## src/rtl/otg_bridge_pkg.sv

```systemverilog
package otg_bridge_pkg;

   typedef enum logic [1:0] {
      REG_NONE,
      REG_CORE,
      REG_FIFO,
      REG_LOCAL
   } region_e;

   typedef enum logic [1:0] {
      BUS_IDLE,
      BUS_CORE,
      BUS_ACK
   } bus_st_e;

   typedef enum logic [1:0] {
      CP_IDLE,
      CP_REQ,
      CP_WAIT
   } core_st_e;

   localparam logic [1:0] XFER_BYTE = 2'd0;
   localparam logic [1:0] XFER_HALF = 2'd1;
   localparam logic [1:0] XFER_WORD = 2'd2;

   localparam logic [31:0] REV_PWR  = 32'h20;
   localparam logic [31:0] REV_IRQ  = 32'h20;
   localparam logic [31:0] REV_GPIO = 32'h30;
   localparam logic [31:0] REV_DMA  = 32'h30;

   localparam logic [15:0] TEST_RST_INIT = 16'hA596;

   typedef struct packed {
      logic [3:0]  ep;
      logic [30:0] len;
      logic        tx;
   } size_cmd_t;

endpackage

```

## src/rtl/otg_addr_decode.sv

```systemverilog
module otg_addr_decode
   import otg_bridge_pkg::*;
#(
   parameter int CORE_AW   = 9,
   parameter int FIFO_BASE = 32'h20
) (
   input  logic [11:0]        off,
   output region_e            region,
   output logic [CORE_AW-1:0] core_addr
);

   localparam int FIFO_MASK = 32'h3C;

   logic [31:0] fifo_addr;

   // One 32-byte slice of the FIFO window selects one endpoint FIFO register.
   assign fifo_addr = FIFO_BASE + ((32'(off) >> 3) & FIFO_MASK);

   always_comb begin
      region    = REG_NONE;
      core_addr = '0;
      unique casez (off[11:9])
         3'b010: begin
            region    = REG_CORE;
            core_addr = off[CORE_AW-1:0];
         end
         3'b011: begin
            region    = REG_FIFO;
            core_addr = fifo_addr[CORE_AW-1:0];
         end
         3'b1??: region = REG_LOCAL;
         default: region = REG_NONE;
      endcase
   end

endmodule

```

## src/rtl/otg_core_port.sv

```systemverilog
module otg_core_port
   import otg_bridge_pkg::*;
#(
   parameter int CORE_AW = 9,
   parameter int DW      = 32
) (
   input  logic               clk,
   input  logic               rst_n,
   input  logic               start,
   input  logic               we,
   input  logic [1:0]         size,
   input  logic [CORE_AW-1:0] addr,
   input  logic [DW-1:0]      wdata,
   output logic               core_req_valid,
   input  logic               core_req_ready,
   output logic               core_req_we,
   output logic [1:0]         core_req_size,
   output logic [CORE_AW-1:0] core_req_addr,
   output logic [DW-1:0]      core_req_wdata,
   input  logic               core_rsp_valid,
   input  logic [DW-1:0]      core_rsp_rdata,
   output logic               done,
   output logic [DW-1:0]      rdata
);

   core_st_e st;

   always_ff @(posedge clk or negedge rst_n) begin
      if (!rst_n) begin
         st             <= CP_IDLE;
         core_req_we    <= 1'b0;
         core_req_size  <= XFER_WORD;
         core_req_addr  <= '0;
         core_req_wdata <= '0;
      end else begin
         unique case (st)
            CP_IDLE: if (start) begin
               st             <= CP_REQ;
               core_req_we    <= we;
               core_req_size  <= size;
               core_req_addr  <= addr;
               core_req_wdata <= wdata;
            end
            CP_REQ:  if (core_req_ready) st <= CP_WAIT;
            CP_WAIT: if (core_rsp_valid) st <= CP_IDLE;
            default: st <= CP_IDLE;
         endcase
      end
   end

   assign core_req_valid = (st == CP_REQ);
   assign done           = (st == CP_WAIT) && core_rsp_valid;
   assign rdata          = core_rsp_rdata;


   req_hold_chk: assert property (@(posedge clk) disable iff (!rst_n)
      (core_req_valid && !core_req_ready) |=>
         (core_req_valid && $stable(core_req_addr) && $stable(core_req_wdata)));

endmodule

```

## src/rtl/otg_local_regs.sv

```systemverilog
module otg_local_regs
   import otg_bridge_pkg::*;
#(
   parameter int NUM_EP = 15,
   parameter int DW     = 32
) (
   input  logic          clk,
   input  logic          rst_n,
   input  logic          acc_en,
   input  logic          acc_we,
   input  logic [8:0]    widx,
   input  logic [DW-1:0] wdata,
   output logic [DW-1:0] rdata,
   output logic          host_mode,
   output logic          cfg_error,
   output logic          cmd_vld,
   output size_cmd_t     cmd_q
);

   // word indices inside the local block
   localparam logic [8:0] W_DEVCFG  = 9'h000;
   localparam logic [8:0] W_REV_PWR = 9'h005;
   localparam logic [8:0] W_REV_IRQ = 9'h00E;
   localparam logic [8:0] W_REV_GPIO= 9'h020;
   localparam logic [8:0] W_REV_DMA = 9'h040;
   localparam logic [8:0] W_EP0     = 9'h042;
   localparam logic [8:0] W_IN      = 9'h043;
   localparam logic [8:0] W_OUT     = 9'h053;
   localparam logic [8:0] W_MPS     = 9'h062;
   localparam logic [8:0] W_SCRATCH = 9'h071;
   localparam logic [8:0] W_WAIT    = 9'h072;
   localparam logic [8:0] W_TSTRST  = 9'h076;
   localparam logic [8:0] EP_SPAN   = 9'(NUM_EP);
   localparam logic [8:0] MPS_SPAN  = 9'd15;
   localparam int         HOST_BIT  = 16;
   localparam int         PTEST_BIT = 15;
   localparam int         EP0_W     = 9;

   logic [DW-1:0]    dev_cfg, scratch;
   logic [EP0_W-1:0] ep0_cfg;
   logic [15:0]      test_rst;
   logic [DW-1:0]    in_sz  [NUM_EP];
   logic [DW-1:0]    out_sz [NUM_EP];
   logic [8:0]       in_rel, out_rel;
   logic             in_hit, out_hit, wr;

   assign wr      = acc_en && acc_we;
   assign in_rel  = widx - W_IN;
   assign out_rel = widx - W_OUT;
   assign in_hit  = (widx >= W_IN)  && (in_rel  < EP_SPAN);
   assign out_hit = (widx >= W_OUT) && (out_rel < EP_SPAN);

   always_ff @(posedge clk or negedge rst_n) begin
      if (!rst_n) begin
         dev_cfg   <= '0;
         scratch   <= '0;
         ep0_cfg   <= '0;
         test_rst  <= TEST_RST_INIT;
         cfg_error <= 1'b0;
      end else if (wr) begin
         unique case (widx)
            W_DEVCFG: begin
               dev_cfg <= wdata;
               if (wdata[PTEST_BIT]) cfg_error <= 1'b1;
            end
            W_EP0:     ep0_cfg  <= wdata[EP0_W-1:0];
            W_SCRATCH: scratch  <= wdata;
            W_TSTRST:  test_rst <= wdata[15:0];
            default: ;
         endcase
      end
   end

   assign host_mode = dev_cfg[HOST_BIT];

   for (genvar i = 0; i < NUM_EP; i++) begin : g_ep
      always_ff @(posedge clk or negedge rst_n) begin
         if (!rst_n) begin
            in_sz[i]  <= '0;
            out_sz[i] <= '0;
         end else begin
            if (wr && in_hit  && (in_rel  == 9'(i))) in_sz[i]  <= wdata;
            if (wr && out_hit && (out_rel == 9'(i))) out_sz[i] <= wdata;
         end
      end
   end

   // size command toward the core, one pulse per size-register write
   always_ff @(posedge clk or negedge rst_n) begin
      if (!rst_n) begin
         cmd_vld <= 1'b0;
         cmd_q   <= '0;
      end else begin
         cmd_vld <= 1'b0;
         if (wr && widx == W_EP0) begin
            cmd_vld   <= 1'b1;
            cmd_q.ep  <= 4'd0;
            cmd_q.len <= {24'd0, wdata[6:0]};
            cmd_q.tx  <= wdata[7];
         end else if (wr && in_hit) begin
            cmd_vld   <= 1'b1;
            cmd_q.ep  <= 4'(in_rel) + 4'd1;
            cmd_q.len <= wdata[30:0];
            cmd_q.tx  <= 1'b1;
         end else if (wr && out_hit) begin
            cmd_vld   <= 1'b1;
            cmd_q.ep  <= 4'(out_rel) + 4'd1;
            cmd_q.len <= wdata[30:0];
            cmd_q.tx  <= 1'b0;
         end
      end
   end

   always_comb begin
      rdata = '0;
      unique case (widx)
         W_DEVCFG:   rdata = dev_cfg;
         W_REV_PWR:  rdata = REV_PWR;
         W_REV_IRQ:  rdata = REV_IRQ;
         W_REV_GPIO: rdata = REV_GPIO;
         W_REV_DMA:  rdata = REV_DMA;
         W_EP0:      rdata = DW'(ep0_cfg);
         W_SCRATCH:  rdata = scratch;
         W_WAIT:     rdata = '0;
         W_TSTRST:   rdata = DW'(test_rst);
         default:    rdata = '0;
      endcase
      if ((widx >= W_MPS) && (widx - W_MPS < MPS_SPAN)) rdata = '0;
      for (int i = 0; i < NUM_EP; i++) begin
         if (in_hit  && in_rel  == 9'(i)) rdata = in_sz[i];
         if (out_hit && out_rel == 9'(i)) rdata = out_sz[i];
      end
   end


   cfg_err_sticky_chk: assert property (@(posedge clk) disable iff (!rst_n)
      cfg_error |=> cfg_error);


   ep0_len_chk: assert property (@(posedge clk) disable iff (!rst_n)
      (cmd_vld && cmd_q.ep == 4'd0) |-> (cmd_q.len[30:7] == 24'd0));


   ep_range_chk: assert property (@(posedge clk) disable iff (!rst_n)
      cmd_vld |-> (32'(cmd_q.ep) <= NUM_EP));

endmodule

```

## src/rtl/otg_reg_bridge.sv

```systemverilog
module otg_reg_bridge
   import otg_bridge_pkg::*;
#(
   parameter int NUM_EP  = 15,
   parameter int DATA_W  = 32,
   parameter int CORE_AW = 9
) (
   input  logic                clk,
   input  logic                rst_n,
   input  logic                bus_req,
   input  logic                bus_we,
   input  logic [1:0]          bus_size,
   input  logic [11:0]         bus_addr,
   input  logic [DATA_W-1:0]   bus_wdata,
   output logic [DATA_W-1:0]   bus_rdata,
   output logic                bus_ack,
   output logic                core_req_valid,
   input  logic                core_req_ready,
   output logic                core_req_we,
   output logic [1:0]          core_req_size,
   output logic [CORE_AW-1:0]  core_req_addr,
   output logic [DATA_W-1:0]   core_req_wdata,
   input  logic                core_rsp_valid,
   input  logic [DATA_W-1:0]   core_rsp_rdata,
   output logic                size_cmd_valid,
   output logic [3:0]          size_cmd_ep,
   output logic [30:0]         size_cmd_len,
   output logic                size_cmd_tx,
   output logic                host_mode,
   output logic                cfg_error
);

   if (NUM_EP < 1 || NUM_EP > 15) begin : g_bad_ep
      $error("NUM_EP must lie in 1..15");
   end
   if (DATA_W != 32) begin : g_bad_dw
      $error("DATA_W must be 32");
   end
   if (CORE_AW != 9) begin : g_bad_aw
      $error("CORE_AW must be 9");
   end

   region_e             region;
   logic [CORE_AW-1:0]  dec_addr;
   logic [DATA_W-1:0]   loc_rdata, core_rdata, rdata_q;
   logic                take, is_core, loc_acc, core_done;
   bus_st_e             st;
   size_cmd_t           cmd;

   otg_addr_decode #(.CORE_AW(CORE_AW)) u_dec (
      .off       (bus_addr),
      .region    (region),
      .core_addr (dec_addr)
   );

   assign take    = (st == BUS_IDLE) && bus_req;
   assign is_core = (region == REG_CORE) || (region == REG_FIFO);
   assign loc_acc = take && (region == REG_LOCAL) && (bus_size == XFER_WORD);

   otg_core_port #(.CORE_AW(CORE_AW), .DW(DATA_W)) u_port (
      .clk            (clk),
      .rst_n          (rst_n),
      .start          (take && is_core),
      .we             (bus_we),
      .size           (bus_size),
      .addr           (dec_addr),
      .wdata          (bus_wdata),
      .core_req_valid (core_req_valid),
      .core_req_ready (core_req_ready),
      .core_req_we    (core_req_we),
      .core_req_size  (core_req_size),
      .core_req_addr  (core_req_addr),
      .core_req_wdata (core_req_wdata),
      .core_rsp_valid (core_rsp_valid),
      .core_rsp_rdata (core_rsp_rdata),
      .done           (core_done),
      .rdata          (core_rdata)
   );

   otg_local_regs #(.NUM_EP(NUM_EP), .DW(DATA_W)) u_regs (
      .clk       (clk),
      .rst_n     (rst_n),
      .acc_en    (loc_acc),
      .acc_we    (bus_we),
      .widx      (bus_addr[10:2]),
      .wdata     (bus_wdata),
      .rdata     (loc_rdata),
      .host_mode (host_mode),
      .cfg_error (cfg_error),
      .cmd_vld   (size_cmd_valid),
      .cmd_q     (cmd)
   );

   always_ff @(posedge clk or negedge rst_n) begin
      if (!rst_n) begin
         st      <= BUS_IDLE;
         rdata_q <= '0;
      end else begin
         unique case (st)
            BUS_IDLE: if (take) begin
               if (is_core) begin
                  st <= BUS_CORE;
               end else begin
                  st      <= BUS_ACK;
                  rdata_q <= (loc_acc && !bus_we) ? loc_rdata : '0;
               end
            end
            BUS_CORE: if (core_done) begin
               st      <= BUS_ACK;
               rdata_q <= core_rdata;
            end
            BUS_ACK:  st <= BUS_IDLE;
            default:  st <= BUS_IDLE;
         endcase
      end
   end

   assign bus_ack      = (st == BUS_ACK);
   assign bus_rdata    = rdata_q;
   assign size_cmd_ep  = cmd.ep;
   assign size_cmd_len = cmd.len;
   assign size_cmd_tx  = cmd.tx;


   ack_pulse_chk: assert property (@(posedge clk) disable iff (!rst_n)
      bus_ack |=> !bus_ack);


   cmd_with_ack_chk: assert property (@(posedge clk) disable iff (!rst_n)
      size_cmd_valid |-> bus_ack);


   no_ack_in_req_chk: assert property (@(posedge clk) disable iff (!rst_n)
      core_req_valid |-> !bus_ack);

endmodule

```

## config.mk

```make
export PLATFORM = sky130hd
export DESIGN_NAME = otg_reg_bridge
export DESIGN_NICKNAME = d
export VERILOG_FILES = /design/src/rtl/otg_bridge_pkg.sv /design/src/rtl/otg_addr_decode.sv /design/src/rtl/otg_core_port.sv /design/src/rtl/otg_local_regs.sv /design/src/rtl/otg_reg_bridge.sv
export SDC_FILE = /design/constraint.sdc
export NUM_CORES = 2
export LEC_CHECK = 0
export ABC_AREA = 1
export CORE_MARGIN = 3
export CORE_UTILIZATION = 40
export CTS_CLUSTER_SIZE = 25
export DETAILED_ROUTE_END_ITERATION = 10
export DONT_BUFFER_PORTS = 1
export SLEW_MARGIN = 40
export SYNTH_ARGS = -nofsm -noshare
export SYNTH_HDL_FRONTEND = slang
export SYNTH_SLANG_ARGS = --single-unit
```

## constraint.sdc

```tcl
create_clock -name clk -period 2.5 [get_ports clk]
set_input_delay 0.25 -clock clk [delete_from_list [all_inputs] [get_ports clk]]
set_output_delay 0.25 -clock clk [all_outputs]
set_load 0.02 [all_outputs]
```

==> run_results.csv <==
group,metric,value,unit
global_routing,antenna_found_initial,6,
synth,synth-edff-count,0,
synth,ys_ff_latch,1167,
final_layout,drive_gt1_share,22.1,%
setup_path,worst_r2r_path_depth,36,
clock_tree,cts.htree.levels,4,
global_routing,gr-total-overflow,0,
clock_tree,cts_tree,"yes",
detailed_routing,route.detailed.drc,0,
setup_path,cp.arrival,4220,ps
clock_tree,clkSlewWorstSetupHoldPaths,60,ps
detailed_routing,route.vias.total,48585,
floorplan,fp.dieH,375,um
floorplan,die_area,140000,um2
floorplan,start_util,40.5,%
setup_path,worstPathMaxFanout,12,
placed_design,gp_congestion,0.882,
outcome,status,"finished with violations",
synth,ys_seq_area_share,53.8,%
detailed_routing,wl_met3,13800,um
sta,finClkSkew,26.8,ps
setup_path,cp_slowest_cell,"ha_4",
power_and_ir_drop,powerDensity,637,nW/um2
global_routing,grt_pass1_vias,46289,
sta,holdWs,32.6,ps
detailed_routing,drtIter0Drc,4975,
final_layout,multi_input_area,24100,um2
power_and_ir_drop,ir_drop,818,uV
final_layout,syn2layout_area_growth,26.6,%
sta,fin_crit,3570,ps
hold_path,hold_path_class,"in -> reg",
outcome,violations,"negative setup slack",
sta,hold_violations,0,
setup_path,endpoint_kind,"register",
sta,setup_slack,-1070,ps
floorplan,dieWidth,375,um
clock_tree,clk_path_buf_depth,3,
setup_path,crit_type,"in -> reg",
sta,slew_headroom,39.1,%
sta,max_freq,0.280,GHz
detailed_routing,postRouteAntennaNets,0,
global_routing,grt_pass1_wl,282000,um
final_layout,fin_nets,7337,
synth,synth_fp_nets,7030,
sta,rsz0062_at_grt,"true",
final_layout,fillers,12583,
hold_path,min_path_cells,3,
setup_path,crit_path_frequent_cell,"nand2_1",
synth,yosysUniqueCellTypes,46,
synth,syn_inst,6940,
global_routing,grtUsageTotal,25.6,%
detailed_routing,wl_per_cell,20.1,um
detailed_routing,vias_per_cell,5.32,
sta,min_period_over_period,143,%
final_layout,regArea,29200,um2
clock_tree,numCtsBuffers,131,
detailed_routing,top_layer,"met4",
setup_path,required,3150,ps
detailed_routing,dr.pass1.iters,6,
setup_path,start_kind,"primary input",
synth,yosys_warnings,0,
clock_tree,root_buffer,"clkbuf_16",
detailed_routing,wl_met1,83100,um
placed_design,hpwl,117000,um
clock_tree,cts.sinks,1167,
sta,tightest_slew,904,ps
floorplan,core-area,134000,um2
clock_tree,clk_latency,770,ps
sta,setup_viol,261,
power_and_ir_drop,finalPower,43800,uW
sta,finalMaxSlewViolations,0,
placed_design,place.port_buffers,0,
flow_run,drv_cap,0,
synth,synth_ff_type,"dfrtp_1",
synth,postSynthAreaPerCell,7.83,um2
detailed_routing,wl_met2,81600,um
detailed_routing,postRouteWirelength,183000,um
floorplan,io_pins,201,
setup_path,critPathMaxStageDelay,250,ps
synth,synth_area,54300,um2
global_routing,grt_max_degree,159,
synth,async_flop_share,100,%
floorplan,fp-row-count,134,
power_and_ir_drop,p_leak,0.0334,uW
==> cells in the final DEF (no fill, tap or decap), types with 53 or more instances in the layout <==
| cell type | n |
|---|---|
| nand2_1 | 2139 |
| nor2_1 | 207 |
| buf_4 | 415 |
| clkbuf_16 | 139 |
| nand2_2 | 265 |
| a21oi_2 | 58 |
| or2_2 | 125 |
| dfrtp_1 | 1157 |
| buf_6 | 53 |
| o21ai_0 | 1271 |
| inv_1 | 349 |
| nand3_1 | 234 |
| dlygate4sd3_1 | 82 |
| buf_12 | 96 |
| nand3_2 | 163 |
| a21oi_1 | 118 |
==> cells by family (layout without fill, tap and decap cells) <==
logic type                 after synthesis  after routing  share of synthesized area, %
AOI/OAI and AO/OA                     1548           1548                          14.5
xor gates and xnor gates                 4              4                        0.0645
adders and majority gates                6              6                         0.138
buffers and inverters                  923           1334                          6.65
DFF                                   1167           1167                          53.8
other                                    0              4                             0
and+or+nand+nor                       3292           3293                          24.9
==> metal layers <==
| metal | vias up | GRT usage, % |
|---|---|---|
| met2 | 1662 | 39.0 |
| met1 | 23750 | 37.4 |
| li1 | 22896 | - |
| met5 | - | 0 |
| met4 | 0 | 6.73 |
| met3 | 277 | 4.80 |
==> cells in the mapped netlist (10+ instances only) <==
cell type | count | area (um2)
nor2_1 | 242 | 908
inv_2 | 22 | 82.6
nand3b_1 | 31 | 233
nand2_1 | 2417 | 9070
or2_2 | 135 | 845
inv_1 | 384 | 1440
buf_2 | 46 | 230
buf_4 | 10 | 75.1
a21oi_1 | 187 | 936
clkbuf_1 | 442 | 1660
dfrtp_1 | 1158 | 29000
o21ai_0 | 1292 | 6470
a22o_1 | 11 | 96.3
nand3_1 | 407 | 2040
o21ai_1 | 25 | 125
nand4_1 | 24 | 150
==> final timing paths <==
| kind | from | slack, ps | endpoint |
|---|---|---|---|
| max | bus_addr[2] | -1070 | bus_rdata[4] |
| min | bus_wdata[10] | 30 | u_port.core_req_wdata[10] |
| max reg2reg | u_regs.test_rst[4] | -1050 | bus_rdata[4] |
| min reg2reg | u_regs.in_sz[269] | 470 | u_regs.in_sz[269] |
| max in group asynchronous | rst_n | -320 | u_regs.out_sz[138] |
| min in group asynchronous | rst_n | 490 | u_regs.in_sz[428] |
==> power by group <==
part           internal [uW]  switching, uW  total (uW)
clock network          11000           8250       19200
registers              19600           1290       20900
logic                   1270           2470        3740
total                  31800          12000       43800
==> sequential cells by signal, summed over array words and instances, names as in the netlist, 2 cells and up <==
signal,flops
u_regs.ep0_cfg,9
u_port.core_req_wdata,32
u_regs.cmd_q,36
u_regs.dev_cfg,32
u_port.st,2
st,2
u_regs.out_sz,480
u_regs.test_rst,16
u_port.core_req_addr,9
u_port.core_req_size,2
u_regs.scratch,32
bus_rdata,32
u_regs.in_sz,480
==> through the flow <==
stage          worst slack, ps  TNS [ps]  util [%]  cells  cell area (um2)
2_1_floorplan             -684    -20630         -   6940            54500
6_report                 -1070    -84650      51.3   9124            68800
3_3_place_gp             -2260   -792450      44.6   8708            59800
3_5_place_dp             -2300   -668540      44.7   8712            59900
5_1_grt                  -1290   -150900      51.3   9120            68800
4_1_cts                  -1080   -225210      49.9   9077            66900
==> final cells by class <==
class,instances,area share (%)
multi-input combinational,4851,35.0
clock buffer,200,5.71
inverter,413,2.37
clock inverter,38,0.522
tap,1768,3.22
timing repair buffer,680,10.6
antenna,4,0.0145
sequential,1167,42.5
timing repair inverter,3,0.0364
==> critical path: cells and delay by family <==
kind                     cells  cell delay [ps]
AND/OR/NAND/NOR             28             2310
buffers and inverters        7              800
adder cells (fa/ha/maj)      1              250
AO/OA/AOI/OAI                4              590
==> repair_timing <==
action                                  CTS  global route
hold endpoints to repair                861           136
resized for setup                       372           388
buffers inserted                         36            41
pin swaps                               195           350
gates cloned                              9             6
endpoints found under the setup margin  140           845
hold buffers                             86             1
Power figures use the tool's default switching activity.
